`config.mk`:
```
export PLATFORM = sky130hd
export DESIGN_NAME = dbg_cmp_bank
export DESIGN_NICKNAME = d
export VERILOG_FILES = /design/src/rtl/dbgcmp_pkg.sv /design/src/rtl/dbgcmp_ctl.sv /design/src/rtl/dbgcmp_dp.sv /design/src/rtl/dbg_cmp_bank.sv
export SDC_FILE = /design/constraint.sdc
export NUM_CORES = 1
export LEC_CHECK = 0
export BUFFER_PORTS_ARGS = -buffer_cell sky130_fd_sc_hd__buf_2
export CORE_UTILIZATION = 58
export CTS_CLUSTER_SIZE = 10
export DETAILED_ROUTE_END_ITERATION = 8
export PLACE_DENSITY = 0.79
export SLEW_MARGIN = 40
export SYNTH_ARGS = -nofsm -noshare
export SYNTH_HDL_FRONTEND = slang
export SYNTH_SLANG_ARGS = --single-unit
```
`constraint.sdc`:
```
create_clock -name clk -period 5.9 [get_ports clk]
set_input_delay 0.885 -clock clk [delete_from_list [all_inputs] [get_ports clk]]
set_output_delay 0.885 -clock clk [all_outputs]
set_load 0.01 [all_outputs]
```
`src/rtl/dbgcmp_pkg.sv`:
```
package dbgcmp_pkg;
  // control register field positions
  localparam int CTL_EN       = 0;
  localparam int CTL_USR      = 1;
  localparam int CTL_PRV      = 2;
  localparam int CTL_LD       = 3;
  localparam int CTL_ST       = 4;
  localparam int CTL_LANE_LSB = 5;
  localparam int LANE_W       = 8;
  localparam int CTL_MISM     = 13;
  localparam int BP_CTL_W     = 14;
  localparam int WP_CTL_W     = 13;

  typedef enum logic [2:0] {
    RD_ZERO, RD_BPV, RD_BPC, RD_WPV, RD_WPC, RD_ID, RD_MON
  } rdSel_e;

  typedef struct packed {
    logic       wrBpVal;
    logic       wrBpCtl;
    logic       wrWpVal;
    logic       wrWpCtl;
    logic       wrMon;
    logic [3:0] slot;
    rdSel_e     rdSel;
  } regStrobe_t;
endpackage

```
`src/rtl/dbgcmp_ctl.sv`:
```
module dbgcmp_ctl
  import dbgcmp_pkg::*;
#(
  parameter int NUM_BP = 4,
  parameter int NUM_WP = 2
) (
  input  logic       regWe,
  input  logic [6:0] regIdx,
  output regStrobe_t strobe
);
  logic sysSpace;
  logic bpOk;
  logic wpOk;

  assign sysSpace = regIdx[6];
  assign bpOk     = int'(regIdx[3:0]) < NUM_BP;
  assign wpOk     = int'(regIdx[3:0]) < NUM_WP;

  always_comb begin
    strobe       = '0;
    strobe.slot  = regIdx[3:0];
    strobe.rdSel = RD_ZERO;
    if (sysSpace) begin
      if (regIdx[5:0] == 6'd0) begin
        strobe.rdSel = RD_ID;
      end else if (regIdx[5:0] == 6'd1) begin
        strobe.rdSel = RD_MON;
        strobe.wrMon = regWe;
      end
    end else begin
      unique case (regIdx[5:4])
        2'd0: if (bpOk) begin strobe.rdSel = RD_BPV; strobe.wrBpVal = regWe; end
        2'd1: if (bpOk) begin strobe.rdSel = RD_BPC; strobe.wrBpCtl = regWe; end
        2'd2: if (wpOk) begin strobe.rdSel = RD_WPV; strobe.wrWpVal = regWe; end
        default: if (wpOk) begin strobe.rdSel = RD_WPC; strobe.wrWpCtl = regWe; end
      endcase
    end
  end
endmodule

```
`src/rtl/dbgcmp_dp.sv`:
```
module dbgcmp_dp
  import dbgcmp_pkg::*;
#(
  parameter int          NUM_BP  = 4,
  parameter int          NUM_WP  = 2,
  parameter logic [3:0]  VERSION = 4'h5,
  parameter int          BP_SW   = 2,
  parameter int          WP_SW   = 1
) (
  input  logic              clk,
  input  logic              rstN,
  input  regStrobe_t        strobe,
  input  logic [31:0]       wdata,
  output logic [31:0]       rdata,
  input  logic              fetchValid,
  input  logic [31:0]       fetchAddr,
  input  logic              fetchPriv,
  input  logic              dataValid,
  input  logic [31:0]       dataAddr,
  input  logic              dataStore,
  input  logic              dataPriv,
  output logic              monEn,
  output logic              bpHit,
  output logic [BP_SW-1:0]  bpSlot,
  output logic              wpHit,
  output logic [WP_SW-1:0]  wpSlot
);
  logic monQ;
  logic [NUM_BP-1:0][31:0] bpValAll, bpCtlAll;
  logic [NUM_WP-1:0][31:0] wpValAll, wpCtlAll;
  logic [NUM_BP-1:0] bpMatch;
  logic [NUM_WP-1:0] wpMatch;

  always_ff @(posedge clk) begin
    if (!rstN)             monQ <= 1'b0;
    else if (strobe.wrMon) monQ <= wdata[0];
  end
  assign monEn = monQ;

  for (genvar i = 0; i < NUM_BP; i++) begin : gBp
    logic [31:0]         valQ;
    logic [BP_CTL_W-1:0] ctlQ;
    logic [LANE_W-1:0]   lanes;
    logic                wordEq, laneOk, privOk;

    always_ff @(posedge clk) begin
      if (!rstN) begin
        valQ <= '0;
        ctlQ <= '0;
      end else begin
        if (strobe.wrBpVal && strobe.slot == 4'(i)) valQ <= wdata;
        if (strobe.wrBpCtl && strobe.slot == 4'(i)) ctlQ <= wdata[BP_CTL_W-1:0];
      end
    end

    assign lanes  = ctlQ[CTL_LANE_LSB +: LANE_W];
    assign wordEq = valQ[31:2] == fetchAddr[31:2];
    assign laneOk = lanes[{1'b0, fetchAddr[1:0]}];
    assign privOk = fetchPriv ? ctlQ[CTL_PRV] : ctlQ[CTL_USR];
    assign bpMatch[i] = monQ & fetchValid & ctlQ[CTL_EN] & privOk &
                        (ctlQ[CTL_MISM] ? ~wordEq : (wordEq & laneOk));
    assign bpValAll[i] = valQ;
    assign bpCtlAll[i] = {{(32-BP_CTL_W){1'b0}}, ctlQ};
  end

  for (genvar j = 0; j < NUM_WP; j++) begin : gWp
    logic [31:0]         valQ;
    logic [WP_CTL_W-1:0] ctlQ;
    logic [LANE_W-1:0]   lanes;
    logic [2:0]          offMask;
    logic                baseEq, laneOk, privOk, typeOk;

    always_ff @(posedge clk) begin
      if (!rstN) begin
        valQ <= '0;
        ctlQ <= '0;
      end else begin
        if (strobe.wrWpVal && strobe.slot == 4'(j)) valQ <= wdata;
        if (strobe.wrWpCtl && strobe.slot == 4'(j)) ctlQ <= wdata[WP_CTL_W-1:0];
      end
    end

    assign lanes   = ctlQ[CTL_LANE_LSB +: LANE_W];
    assign offMask = (|lanes[7:4]) ? 3'd7 : 3'd3;
    assign baseEq  = valQ == {dataAddr[31:3], dataAddr[2:0] & ~offMask};
    assign laneOk  = lanes[dataAddr[2:0] & offMask];
    assign privOk  = dataPriv ? ctlQ[CTL_PRV] : ctlQ[CTL_USR];
    assign typeOk  = dataStore ? ctlQ[CTL_ST] : ctlQ[CTL_LD];
    assign wpMatch[j] = monQ & dataValid & ctlQ[CTL_EN] & privOk & typeOk &
                        baseEq & laneOk;
    assign wpValAll[j] = valQ;
    assign wpCtlAll[j] = {{(32-WP_CTL_W){1'b0}}, ctlQ};
  end

  // lowest index wins
  logic             bpAny, wpAny;
  logic [BP_SW-1:0] bpIdx;
  logic [WP_SW-1:0] wpIdx;

  always_comb begin
    bpAny = 1'b0;
    bpIdx = '0;
    for (int k = NUM_BP - 1; k >= 0; k--) begin
      if (bpMatch[k]) begin
        bpAny = 1'b1;
        bpIdx = BP_SW'(k);
      end
    end
    wpAny = 1'b0;
    wpIdx = '0;
    for (int k = NUM_WP - 1; k >= 0; k--) begin
      if (wpMatch[k]) begin
        wpAny = 1'b1;
        wpIdx = WP_SW'(k);
      end
    end
  end

  always_ff @(posedge clk) begin
    if (!rstN) begin
      bpHit  <= 1'b0;
      bpSlot <= '0;
      wpHit  <= 1'b0;
      wpSlot <= '0;
    end else begin
      bpHit  <= bpAny;
      bpSlot <= bpIdx;
      wpHit  <= wpAny;
      wpSlot <= wpIdx;
    end
  end

  always_comb begin
    unique case (strobe.rdSel)
      RD_BPV:  rdata = bpValAll[strobe.slot[BP_SW-1:0]];
      RD_BPC:  rdata = bpCtlAll[strobe.slot[BP_SW-1:0]];
      RD_WPV:  rdata = wpValAll[strobe.slot[WP_SW-1:0]];
      RD_WPC:  rdata = wpCtlAll[strobe.slot[WP_SW-1:0]];
      RD_ID:   rdata = {4'(NUM_WP - 1), 4'(NUM_BP - 1), 4'b0, VERSION, 16'b0};
      RD_MON:  rdata = {31'b0, monQ};
      default: rdata = '0;
    endcase
  end
endmodule

```
`src/rtl/dbg_cmp_bank.sv`:
```
module dbg_cmp_bank
  import dbgcmp_pkg::*;
#(
  parameter int         NUM_BP  = 4,
  parameter int         NUM_WP  = 2,
  parameter logic [3:0] VERSION = 4'h5,
  localparam int        BP_SW   = (NUM_BP > 1) ? $clog2(NUM_BP) : 1,
  localparam int        WP_SW   = (NUM_WP > 1) ? $clog2(NUM_WP) : 1
) (
  input  logic             clk,
  input  logic             rstN,
  input  logic             regWe,
  input  logic [6:0]       regIdx,
  input  logic [31:0]      regWdata,
  output logic [31:0]      regRdata,
  input  logic             fetchValid,
  input  logic [31:0]      fetchAddr,
  input  logic             fetchPriv,
  input  logic             dataValid,
  input  logic [31:0]      dataAddr,
  input  logic             dataStore,
  input  logic             dataPriv,
  output logic             monEn,
  output logic             bpHit,
  output logic [BP_SW-1:0] bpSlot,
  output logic             wpHit,
  output logic [WP_SW-1:0] wpSlot
);
  regStrobe_t strobe;

  dbgcmp_ctl #(.NUM_BP(NUM_BP), .NUM_WP(NUM_WP)) u_ctl (
    .regWe  (regWe),
    .regIdx (regIdx),
    .strobe (strobe)
  );

  dbgcmp_dp #(
    .NUM_BP(NUM_BP), .NUM_WP(NUM_WP), .VERSION(VERSION),
    .BP_SW(BP_SW), .WP_SW(WP_SW)
  ) u_dp (
    .clk        (clk),
    .rstN       (rstN),
    .strobe     (strobe),
    .wdata      (regWdata),
    .rdata      (regRdata),
    .fetchValid (fetchValid),
    .fetchAddr  (fetchAddr),
    .fetchPriv  (fetchPriv),
    .dataValid  (dataValid),
    .dataAddr   (dataAddr),
    .dataStore  (dataStore),
    .dataPriv   (dataPriv),
    .monEn      (monEn),
    .bpHit      (bpHit),
    .bpSlot     (bpSlot),
    .wpHit      (wpHit),
    .wpSlot     (wpSlot)
  );
endmodule

```
==> reports/qor.csv, run 1 <==
stage,metric,value,unit
cts,Post-CTS Setup Inserts,0,
grt,initial antenna violation count,2,
cts,CTS resizes,0,
detailed_routing,Via density,6.37,
detailed_routing,post-route ant nets,0,
cts,cts bufs inserted,34,
cts,TritonCTS clock tree,built,
synthesis,mapped cell area,14300,µm²
die,Row Count,57,
worst_setup_path,crit path DAT,2970,ps
cts,cts hold-fix bufs,0,
placed_design,routability cong.,0.990,
synthesis,syn avg cell area,8.51,µm²
timing,unrepaired setup endpoints after global routing,no,
placed_design,Detail Placement HPWL,32.6,mm
worst_hold_path,Worst Hold Class,flip-flop to flip-flop,
placed_design,placed cells,2044,
timing,Worst-Margin Slew,870,ps
synthesis,Synth Area in Compound Gates,11.0,%
synthesis,XOR/XNOR Fraction of Synth Area,10.8,%
die,full die area,25300,µm²
final_layout,fin cells,2092,
cts,CTS Sinks,280,
synthesis,main combinational cell family by area after synthesis,simple AND/OR/NAND/NOR gates,
grt,first-pass GRT wire length,72.5,mm
timing,final worst path period share,65.4,%
worst_setup_path,worst r2r src,u_dp.monEn$_SDFFE_PN0P_,
die,Die X,159,µm
synthesis,Post-Synth Adder-Cell Area,0,%
placed_design,IO buf count,148,
synthesis,Synth Area in Simple Gates,19.2,%
worst_hold_path,Worst Hold Launch,u_dp.gBp[3].ctlQ[11]$_SDFFE_PN0P_,
cts,Root Driver,clkbuf_16,
cts,Clock Path Buffers,3,
die,I/O pin cnt,149,
detailed_routing,final WL,47.4,mm
timing,Max Clk Rate,0.259,GHz
final_layout,layout cells sized above 1,15.9,%
worst_setup_path,critical path cell sequence,"buf_6, or3_1, nor2_1, nor3b_1, o21ai_0, a21oi_1, o221ai_1, buf_2",
timing,Final setup viols,0,
synthesis,multiplexer area fraction after synthesis,16.1,%
synthesis,Synth Register Bits,280,
cts,worst-skew pair later-pin latency,500,ps
synthesis,Yosys top cell by area,dfxtp_1,
detailed_routing,DRT Pass-1 Iters,6,
detailed_routing,vias,13300,
synthesis,Yosys cell types,49,
worst_setup_path,max incr delay on CP,510,ps
timing,Final min period,3860,ps
worst_setup_path,startpoint types,primary input,
final_layout,NumNets Final,1867,
grt,largest net degree at the start of global routing,194,
synthesis,"Warnings, synthesis",0,
timing,Fin Setup TNS,0,ps
grt,overall global routing resource usage,36.8,%
worst_setup_path,"Slowest-stage cell, CP",or3_1,
grt,overflow left after global routing,0,
cts,clk slew on worst S/H paths,50,ps
die,Die Y-Extent,159,µm
synthesis,Synth top area share,39.2,%
worst_setup_path,Setup CP Type,primary input to output pin,
die,Core ar.,24200,µm²
worst_setup_path,Crit path max-delay family,simple AND/OR/NAND/NOR gates,
detailed_routing,DRC viols,0,
detailed_routing,initial drt markers,1843,
cts,CTS H-Tree Depth,2,
final_layout,Layout fillers,1993,
worst_setup_path,crit end category,output pin,
timing,Slew HR,42.0,%
timing,fin. max-slew vios,0,
power,power per cell area,254,nW/µm²
worst_setup_path,Worst EP required,5020,ps
power,VDD IR max,0.000169,V
die,Initial Utilization,59.0,%
timing,Fin. Hold Viols,0,
flow_run,max-cap violations,0,
timing,final hold slack,453,ps
worst_setup_path,Worst Setup SP,regIdx[1],
synthesis,post-synth net total,1791,
worst_setup_path,worst-path fanout max,54,
timing,Clock Skews,7.09,ps
synthesis,synth top area cells,"dfxtp_1 (39%), nand2_1 (12%), mux4_2 (8.2%)",
power,Leak Pwr,5.86,nW
synthesis,Mapped Cells,1680,
detailed_routing,drt wl/cell,22.7,µm
outcome,outcome,"complete, no violations",
worst_setup_path,Critical path buffers and inverters,2,
synthesis,post-synthesis sequential area ratio,39.2,%
grt,vias in the first global route,12600,
final_layout,"Area growth, synth to finish",12.6,%
## stage by stage
step | setup WS [ps] | power (mW) | utilization [%] | area, µm²
after floorplan | 2660 | 2.09 | - | 14300
after global placement | 1910 | 2.22 | 62.2 | 15100
after detailed placement | 2130 | 2.22 | 62.3 | 15100
after CTS | 2130 | 4.08 | 66.3 | 16100
after global routing | 2010 | 4.18 | 66.4 | 16100
final | 2040 | 4.09 | 66.4 | 16100
## cell usage after synthesis (all sizes together)
library cell  number
buf               40
a21oi            227
xor2             112
nand3             12
nand2b             2
a221o             12
or3b               1
or2                4
o21ai             23
mux2               3
o221ai             1
or3                3
clkbuf            83
nor4b              1
mux4              54
xnor2             64
nand2            467
and4bb             1
and3               4
o311a              1
nor3b              6
nor4              32
nor3               7
o22ai             13
nand4             24
o21a               1
a21o               1
nor2              72
and2               1
a22oi              2
nor2b              2
o211ai             2
inv                3
dfxtp            280
a32oi              4
or4                2
a211oi             2
a31oi              1
nand3b             6
mux2i            104
## layer usage
metal	wire length, µm	GRT usage, %	vias to the layer above
met5	0	0	-
met3	5260	6.46	169
li1	-	-	5907
met4	2560	19.4	0
met1	17900	48.8	6337
met2	21700	57.8	903
## final cells by class
cell class / count / area, µm² / share of cell area, %
repair buffers: 163 / 866 / 5.38
multi-input cells: 1274 / 8220 / 51.0
well taps: 324 / 405 / 2.52
clock buffers: 45 / 976 / 6.06
inverters: 3 / 23.8 / 0.148
diodes: 3 / 7.51 / 0.0466
flip-flops and latches: 280 / 5610 / 34.8
## placed cells by master (no fill, tap or decap), types with 24 or more instances in the layout
| cell | Yosys | layout |
|---|---|---|
| nor4_1 | 32 | 32 |
| a21oi_1 | 227 | 227 |
| mux2i_1 | 104 | 104 |
| nor2_1 | 70 | 66 |
| nand4_1 | 24 | 24 |
| xor2_1 | 112 | 112 |
| nand2_1 | 467 | 467 |
| dfxtp_1 | 280 | 280 |
| buf_2 | 35 | 146 |
| clkbuf_16 | 0 | 37 |
| xnor2_1 | 64 | 64 |
| mux4_2 | 52 | 52 |
## logic make-up after synthesis
| kind of cell | after synthesis |
|---|---|
| compound gates | 290 |
| xor+xnor | 176 |
| buf+inv | 126 |
| flops | 280 |
| mux | 161 |
| simple gates | 647 |
## where the power goes
part	switching, mW	internal [mW]	total [mW]	leakage [nW]
Sequential	0.00329	1.89	1.90	2.25
Clock	0.766	1.14	1.90	0.477
Combinational	0.197	0.0929	0.290	3.13
## path summary, 6_finish.rpt
| kind | to | slack (ps) | depth (start not counted) |
|---|---|---|---|
| max | regRdata[0] | 2040 | 8 |
| min reg2reg | u_dp.gBp[3].ctlQ[11]$_SDFFE_PN0P_ | 450 | 2 |
| min | u_dp.gBp[3].ctlQ[11]$_SDFFE_PN0P_ | 450 | 2 |
| max reg2reg | u_dp.bpSlot[1]$_SDFF_PP0_ | 3400 | 6 |
## sequential cells by signal, summed over array words and instances (netlist names)
| signal | flops |
|---|---|
| u_dp.bpHit | 1 |
| u_dp.bpSlot | 2 |
| u_dp.gBp.ctlQ | 56 |
| u_dp.gBp.valQ | 128 |
| u_dp.gWp.ctlQ | 26 |
| u_dp.gWp.valQ | 64 |
| u_dp.monEn | 1 |
| u_dp.wpHit | 1 |
| u_dp.wpSlot | 1 |
## worst reg2reg max path, stage by stage, from the launching register on
cell      delay [ps]
dfxtp_1          600
nand2_1          210
nor3b_1          460
nand3b_1         150
or3_1            410
and4bb_2         260
nor4b_2          310
Power figures use the tool's default switching activity.
==> run 2, diff against run 1 <==
--- a/config.mk
+++ b/config.mk
@@ -5,6 +5,7 @@
 export SDC_FILE = /design/constraint.sdc
 export NUM_CORES = 1
 export LEC_CHECK = 0
+export ABC_AREA = 1
 export BUFFER_PORTS_ARGS = -buffer_cell sky130_fd_sc_hd__buf_2
 export CORE_UTILIZATION = 58
 export CTS_CLUSTER_SIZE = 10
==> constraint.sdc (replaced) <==
create_clock -name clk -period 3.9 [get_ports clk]
set_input_delay 0.585 -clock clk [delete_from_list [all_inputs] [get_ports clk]]
set_output_delay 0.585 -clock clk [all_outputs]
set_load 0.01 [all_outputs]
==> run 2 against run 1 <==
Compared with the run above: flip-flop and latch count is the same; clock power up 47%; sequential power grew 52%; cell count increased by 18%; clock skew is 3.8 ps higher; via count grew 13%; core utilization about the same; register-to-register slack got worse by 1500 ps; global-route usage grew 0.93 points; largest cell class unchanged.
==> reports/qor.csv, run 2 <==
stage,metric,value,unit
synthesis,Post-synth EDFFs,0,
timing,final worst path period share,83.8,%
timing,fin. max-slew vios,0,
synthesis,ys flop type,dfxtp_1,
synthesis,Mapped Cells,2085,
detailed_routing,DRT Pass-1 Iters,5,
cts,Post-CTS Setup Inserts,0,
synthesis,Async SR Flop Fraction,0,%
placed_design,routability cong.,1.02,
synthesis,Synth top area share,38.3,%
grt,largest net degree at the start of global routing,94,
timing,Final min period,3270,ps
final_layout,fin cells,2472,
cts,worst-skew pair later-pin latency,520,ps
final_layout,most frequent cells in the layout,"o21ai_0 (387), dfxtp_1 (280), nor2_1 (265)",
final_layout,NumNets Final,2249,
detailed_routing,post-route ant nets,0,
worst_setup_path,crit end category,output pin,
die,Core ar.,24500,µm²
grt,initial antenna violation count,6,
worst_setup_path,Crit path max-delay family,simple AND/OR/NAND/NOR gates,
worst_setup_path,worst-path fanout max,41,
grt,first-pass GRT wire length,76.8,mm
placed_design,IO buf count,148,
grt,overall global routing resource usage,37.8,%
synthesis,Yosys top cell by area,dfxtp_1,
die,I/O pin cnt,149,
worst_setup_path,crit path DAT,2680,ps
power,VDD IR max,0.000340,V
detailed_routing,drt wl/cell,20.1,µm
detailed_routing,Via density,6.08,
cts,TritonCTS clock tree,built,
placed_design,placed cells,2426,
synthesis,Synth Register Bits,280,
cts,CTS resizes,0,
power,Leak Pwr,6.59,nW
final_layout,"Most flops, register",u_dp.gBp.valQ,
cts,CTS H-Tree Depth,2,
timing,Slew HR,41.0,%
worst_hold_path,Worst Hold Launch,regWdata[28],
worst_setup_path,critical path cell sequence,"buf_2, inv_4, nand2_4, nor2_2, nand2_1, nand2_2, nand2_2, nor2_2, buf_4, nand2_1, nand3_1, buf_2",
placed_design,Detail Placement HPWL,34.7,mm
synthesis,post-synth net total,2196,
cts,CTS Sinks,280,
cts,clk slew on worst S/H paths,60,ps
worst_setup_path,startpoint types,primary input,
worst_setup_path,worst r2r src,u_dp.monEn$_SDFFE_PN0P_,
worst_setup_path,Worst Setup SP,regIdx[1],
synthesis,most frequent cells after synthesis,"o21ai_0 (387), dfxtp_1 (280), nor2_1 (266), nand2_1 (264), a21oi_1 (218)",
timing,Clock Skews,10.9,ps
synthesis,top-count cell post-synth,o21ai_0,
timing,unrepaired setup endpoints after global routing,no,
power,power per cell area,383,nW/µm²
worst_setup_path,Worst EP required,3310,ps
worst_setup_path,"Slowest-stage cell, CP",inv_4,
detailed_routing,vias,15000,
final_layout,"Area growth, synth to finish",11.2,%
cts,cts hold-fix bufs,0,
grt,overflow left after global routing,0,
die,Row Count,57,
synthesis,syn avg cell area,7.02,µm²
timing,Max Clk Rate,0.306,GHz
detailed_routing,final WL,49.7,mm
die,Die Y-Extent,161,µm
synthesis,synth top area cells,"dfxtp_1 (38%), o21ai_0 (13%), a21oi_1 (7.4%)",
grt,vias in the first global route,13900,
outcome,outcome,"complete, no violations",
cts,Root Driver,clkbuf_16,
worst_setup_path,max incr delay on CP,370,ps
detailed_routing,initial drt markers,1731,
timing,Fin Setup TNS,0,ps
final_layout,layout cells sized above 1,12.7,%
worst_hold_path,Worst Hold Class,primary input to flip-flop,
die,Initial Utilization,59.7,%
flow_run,max-cap violations,0,
worst_setup_path,Setup CP Type,primary input to output pin,
cts,Clock Path Buffers,3,
synthesis,Yosys cell types,44,
die,full die area,25900,µm²
timing,Worst-Margin Slew,874,ps
timing,Fin. Hold Viols,0,
synthesis,"Warnings, synthesis",0,
final_layout,largest registers,"u_dp.gBp.valQ (128), u_dp.gWp.valQ (64), u_dp.gBp.ctlQ (56)",
final_layout,"most common cell after layout, fill and taps aside",o21ai_0,
synthesis,post-synthesis sequential area ratio,38.3,%
timing,Final setup viols,0,
final_layout,max reg flops,128,
worst_setup_path,Critical path buffers and inverters,4,
die,Die X,161,µm
detailed_routing,DRC viols,0,
synthesis,mapped cell area,14600,µm²
cts,cts bufs inserted,34,
==> run 2: layout make-up <==
type | instances | area, µm²
Inverter | 160 | 606
Timing Repair Buffer | 173 | 950
Sequential cell | 280 | 5610
Multi-Input combinational cell | 1489 | 7770
Clock buffer | 39 | 921
Tap cell | 324 | 405
Clock inverter | 2 | 13.8
Antenna cell | 5 | 12.5
Fill cell | 2238 | 8250
==> run 2: worst register-to-register path, delay by kind of cell (launching register included) <==
kind | cells | cell delay, ps
AND/OR/NAND/NOR | 5 | 1250
flip-flops | 1 | 470
AO/OA/AOI/OAI | 1 | 190
==> run 2: through the flow <==
stage | setup slack (ps) | total power, mW | utilization, % | area [µm²] | hold slack (ps)
after floorplan | 1550 | 3.26 | - | 14600 | 451
after global placement | 712 | 3.47 | 62.5 | 15300 | 472
after detailed placement | 653 | 3.48 | 62.5 | 15300 | 477
after CTS | 644 | 6.23 | 66.3 | 16300 | 378
after global routing | 510 | 6.39 | 66.4 | 16300 | 416
final | 633 | 6.23 | 66.4 | 16300 | 413
==> run 2: routing by layer <==
layer | vias up | track usage (%) | part of all wire [%] | wire [µm]
li1 | 7068 | - | - | -
met1 | 6981 | 50.4 | 41 | 20200
met2 | 844 | 60.0 | 45 | 22600
met3 | 138 | 5.86 | 10 | 4980
met4 | 0 | 17.4 | 4.0 | 1980
met5 | - | 0 | 0 | 0
==> run 2: cell families after synthesis <==
kind of cell | after synthesis | share of synthesized area [%]
AO/OA/AOI/OAI | 740 | 27.7
XOR/XNOR | 116 | 6.94
flip-flops | 280 | 38.3
buffers and inverters | 316 | 8.78
multiplexers | 6 | 0.410
AND/OR/NAND/NOR | 627 | 17.9
==> run 2: report_power, final <==
part / switching (mW) / leakage [nW] / internal, mW / total (mW)
logic: 0.385 / 3.88 / 0.171 / 0.556
clock network: 1.15 / 0.463 / 1.65 / 2.80
registers: 0.00740 / 2.25 / 2.87 / 2.88
total: 1.54 / 6.59 / 4.69 / 6.23
==> run 2: final timing paths <==
path / end / slack (ps) / cells past startpoint
worst min register to register: u_dp.gBp[3].valQ[27]$_SDFFE_PN0P_ / 490 / 2
worst min-delay path: u_dp.gBp[0].valQ[28]$_SDFFE_PN0P_ / 410 / 3
worst max-delay path: regRdata[24] / 630 / 12
worst max register to register: u_dp.wpSlot$_SDFF_PP0_ / 1890 / 6
==> run 3, diff against run 2 <==
--- a/config.mk
+++ b/config.mk
@@ -7,10 +7,10 @@
 export LEC_CHECK = 0
 export ABC_AREA = 1
 export BUFFER_PORTS_ARGS = -buffer_cell sky130_fd_sc_hd__buf_2
-export CORE_UTILIZATION = 58
+export CORE_UTILIZATION = 54
 export CTS_CLUSTER_SIZE = 10
 export DETAILED_ROUTE_END_ITERATION = 8
-export PLACE_DENSITY = 0.79
+export PLACE_DENSITY = 0.77
 export SLEW_MARGIN = 40
 export SYNTH_ARGS = -nofsm -noshare
 export SYNTH_HDL_FRONTEND = slang
==> constraint.sdc (replaced) <==
create_clock -name clk -period 2.8 [get_ports clk]
set_input_delay 0.42 -clock clk [delete_from_list [all_inputs] [get_ports clk]]
set_output_delay 0.42 -clock clk [all_outputs]
set_load 0.01 [all_outputs]
==> run 3 against run 2 <==
Compared with the run above: register-to-register slack got worse by 1000 ps; combinational power grew 43%; first-iteration DRC count is 8.9% higher; flip-flop and latch count unchanged; sequential power is 39% higher; clock skew is 9.3 ps higher; non-clock buffer count rose by 17; via count increased by 1.2%; clock power is 39% higher; critical path depth decreased by 3; routed wire length increased by 2.0%; worst hold slack lost 160 ps; largest power group unchanged; highest routed layer unchanged.
==> reports/qor.csv, run 3 (same netlist as run 2, synthesis figures left out) <==
stage,metric,value,unit
power,VDD IR max,0.000345,V
die,Die X,167,µm
die,Initial Utilization,55.6,%
cts,Root Driver,clkbuf_16,
worst_setup_path,Setup CP Type,primary input to output pin,
final_layout,max reg flops,128,
cts,CTS Sinks,280,
worst_hold_path,Hold Path Depth,3,
timing,Clock Skews,20.1,ps
timing,final worst path period share,94.1,%
worst_setup_path,worst r2r src,u_dp.gBp[3].valQ[27]$_SDFFE_PN0P_,
cts,worst-skew pair later-pin latency,520,ps
grt,overflow left after global routing,0,
grt,initial antenna violation count,4,
final_layout,"Area growth, synth to finish",12.4,%
grt,overall global routing resource usage,35.8,%
placed_design,IO buf count,148,
final_layout,Layout fillers,2404,
worst_setup_path,Crit path max-delay family,buffers and inverters,
die,Row Count,59,
timing,Max Clk Rate,0.380,GHz
detailed_routing,vias,15200,
worst_setup_path,"Slowest-stage cell, CP",inv_2,
flow_run,max-cap violations,0,
final_layout,final instance area,16500,µm²
timing,Fin. Hold Viols,0,
detailed_routing,Via density,6.08,
worst_setup_path,startpoint types,primary input,
cts,cts bufs inserted,34,
timing,fin. max-slew vios,0,
timing,Final setup viols,0,
worst_setup_path,Reg-to-Reg End,u_dp.bpHit$_SDFF_PN0_,
grt,largest net degree at the start of global routing,97,
final_layout,layout cells sized above 1,13.2,%
die,Core ar.,26400,µm²
cts,CTS H-Tree Depth,2,
timing,Final min period,2630,ps
die,I/O pin cnt,149,
worst_hold_path,Worst Hold Path EP,u_dp.gBp[1].valQ[21]$_SDFFE_PN0P_,
worst_hold_path,Worst Hold Class,primary input to flip-flop,
detailed_routing,DRC viols,0,
detailed_routing,initial drt markers,1885,
worst_setup_path,Critical path buffers and inverters,4,
final_layout,"most common cell after layout, fill and taps aside",o21ai_0,
final_layout,largest registers,"u_dp.gBp.valQ (128), u_dp.gWp.valQ (64), u_dp.gBp.ctlQ (56)",
timing,Slew HR,45.1,%
power,Leak Pwr,6.68,nW
timing,unrepaired setup endpoints after global routing,no,
detailed_routing,final WL,50.7,mm
final_layout,"Most flops, register",u_dp.gBp.valQ,
worst_hold_path,Worst Hold Launch,regWdata[21],
cts,cts hold-fix bufs,0,
die,full die area,27800,µm²
cts,CTS resizes,0,
detailed_routing,DRT Pass-1 Iters,6,
timing,Fin Setup TNS,0,ps
worst_setup_path,Worst EP required,2380,ps
worst_setup_path,crit path DAT,2210,ps
placed_design,DP Area,15500,µm²
die,Die Y-Extent,167,µm
outcome,outcome,"complete, no violations",
cts,Clock Path Buffers,3,
detailed_routing,post-route ant nets,0,
worst_setup_path,Worst path most repeated cell,nand2_1,
placed_design,Detail Placement HPWL,35.6,mm
worst_setup_path,worst-case reg-to-reg path depth,13,
cts,clk slew on worst S/H paths,60,ps
timing,final hold slack,250,ps
worst_setup_path,critical path cell sequence,"buf_2, nand2_1, inv_2, a22oi_1, o21ai_0, buf_4, nand2_1, nand2_1, buf_2",
final_layout,NumNets Final,2266,
worst_setup_path,R2R Setup Slk,890,ps
final_layout,most frequent cells in the layout,"o21ai_0 (387), dfxtp_1 (280), nor2_1 (265)",
cts,TritonCTS clock tree,built,
worst_setup_path,max incr delay on CP,610,ps
worst_setup_path,crit end category,output pin,
placed_design,pre-CTS setup slack,83.3,ps
grt,vias in the first global route,14200,
final_layout,final core occ,62.5,%
cts,Post-CTS Setup Inserts,0,
timing,Worst-Margin Slew,822,ps
timing,final worst-path setup slack,166,ps
grt,first-pass GRT wire length,78.5,mm
detailed_routing,drt wl/cell,20.2,µm
worst_setup_path,worst-path fanout max,33,
power,power per cell area,529,nW/µm²
placed_design,routability cong.,0.993,
run 3: cell count changes in the layout (fill, tap and decap cells not counted), sizes merged:
cell    previous run  this run
buf              173       190
clkbuf            39        44
clkinv             1         0
run 3: worst max-delay path by stage:
stage                         start           end  cells past startpoint
after floorplan           regIdx[0]  regRdata[10]                     11
after global placement    regIdx[1]   regRdata[1]                     12
after detailed placement  regIdx[1]   regRdata[1]                     12
after CTS                 regIdx[1]   regRdata[1]                     12
after global routing      regIdx[1]  regRdata[12]                      9
final                     regIdx[1]  regRdata[13]                      9
run 3: worst reg2reg max path, stage by stage (launching register included):
cell     delay [ps]
dfxtp_1         380
inv_1            80
nand2_1          60
nand2_1          60
nor2_1          120
nand3_1         120
nor2_1          290
nand3_1         140
nand2_1         100
inv_1            40
nand2_1          50
nand2_1          60
nor2_1          200
nor2_1          100
run 3: metal layers:
layer	track usage (%)	up-vias	part of all wire [%]
met2	56.3	883	44
met1	47.6	7056	41
met3	6.89	151	10
met4	16.0	0	4.5
met5	0	-	0
li1	-	7127	-
run 3: final cells by class:
class | instances | area (µm²) | area share (%)
repair buffers | 190 | 1130 | 6.85
flip-flops and latches | 280 | 5610 | 34.0
well taps | 335 | 419 | 2.55
diodes | 5 | 12.5 | 0.0760
inverters | 160 | 608 | 3.69
clock inverters | 1 | 8.76 | 0.0532
multi-input cells | 1489 | 7770 | 47.2
clock buffers | 44 | 920 | 5.58
run 3: stage by stage:
stage | cells | power [mW]
5_1_grt | 2502 | 8.93
3_3_place_gp | 2454 | 4.86
4_1_cts | 2499 | 8.70
6_report | 2504 | 8.71
2_1_floorplan | 2085 | 4.54
3_5_place_dp | 2454 | 4.86
run 3: power breakdown:
group / switching, mW / internal, mW / total (mW)
logic: 0.543 / 0.254 / 0.797
registers: 0.0106 / 4.00 / 4.01
clock network: 1.63 / 2.27 / 3.90
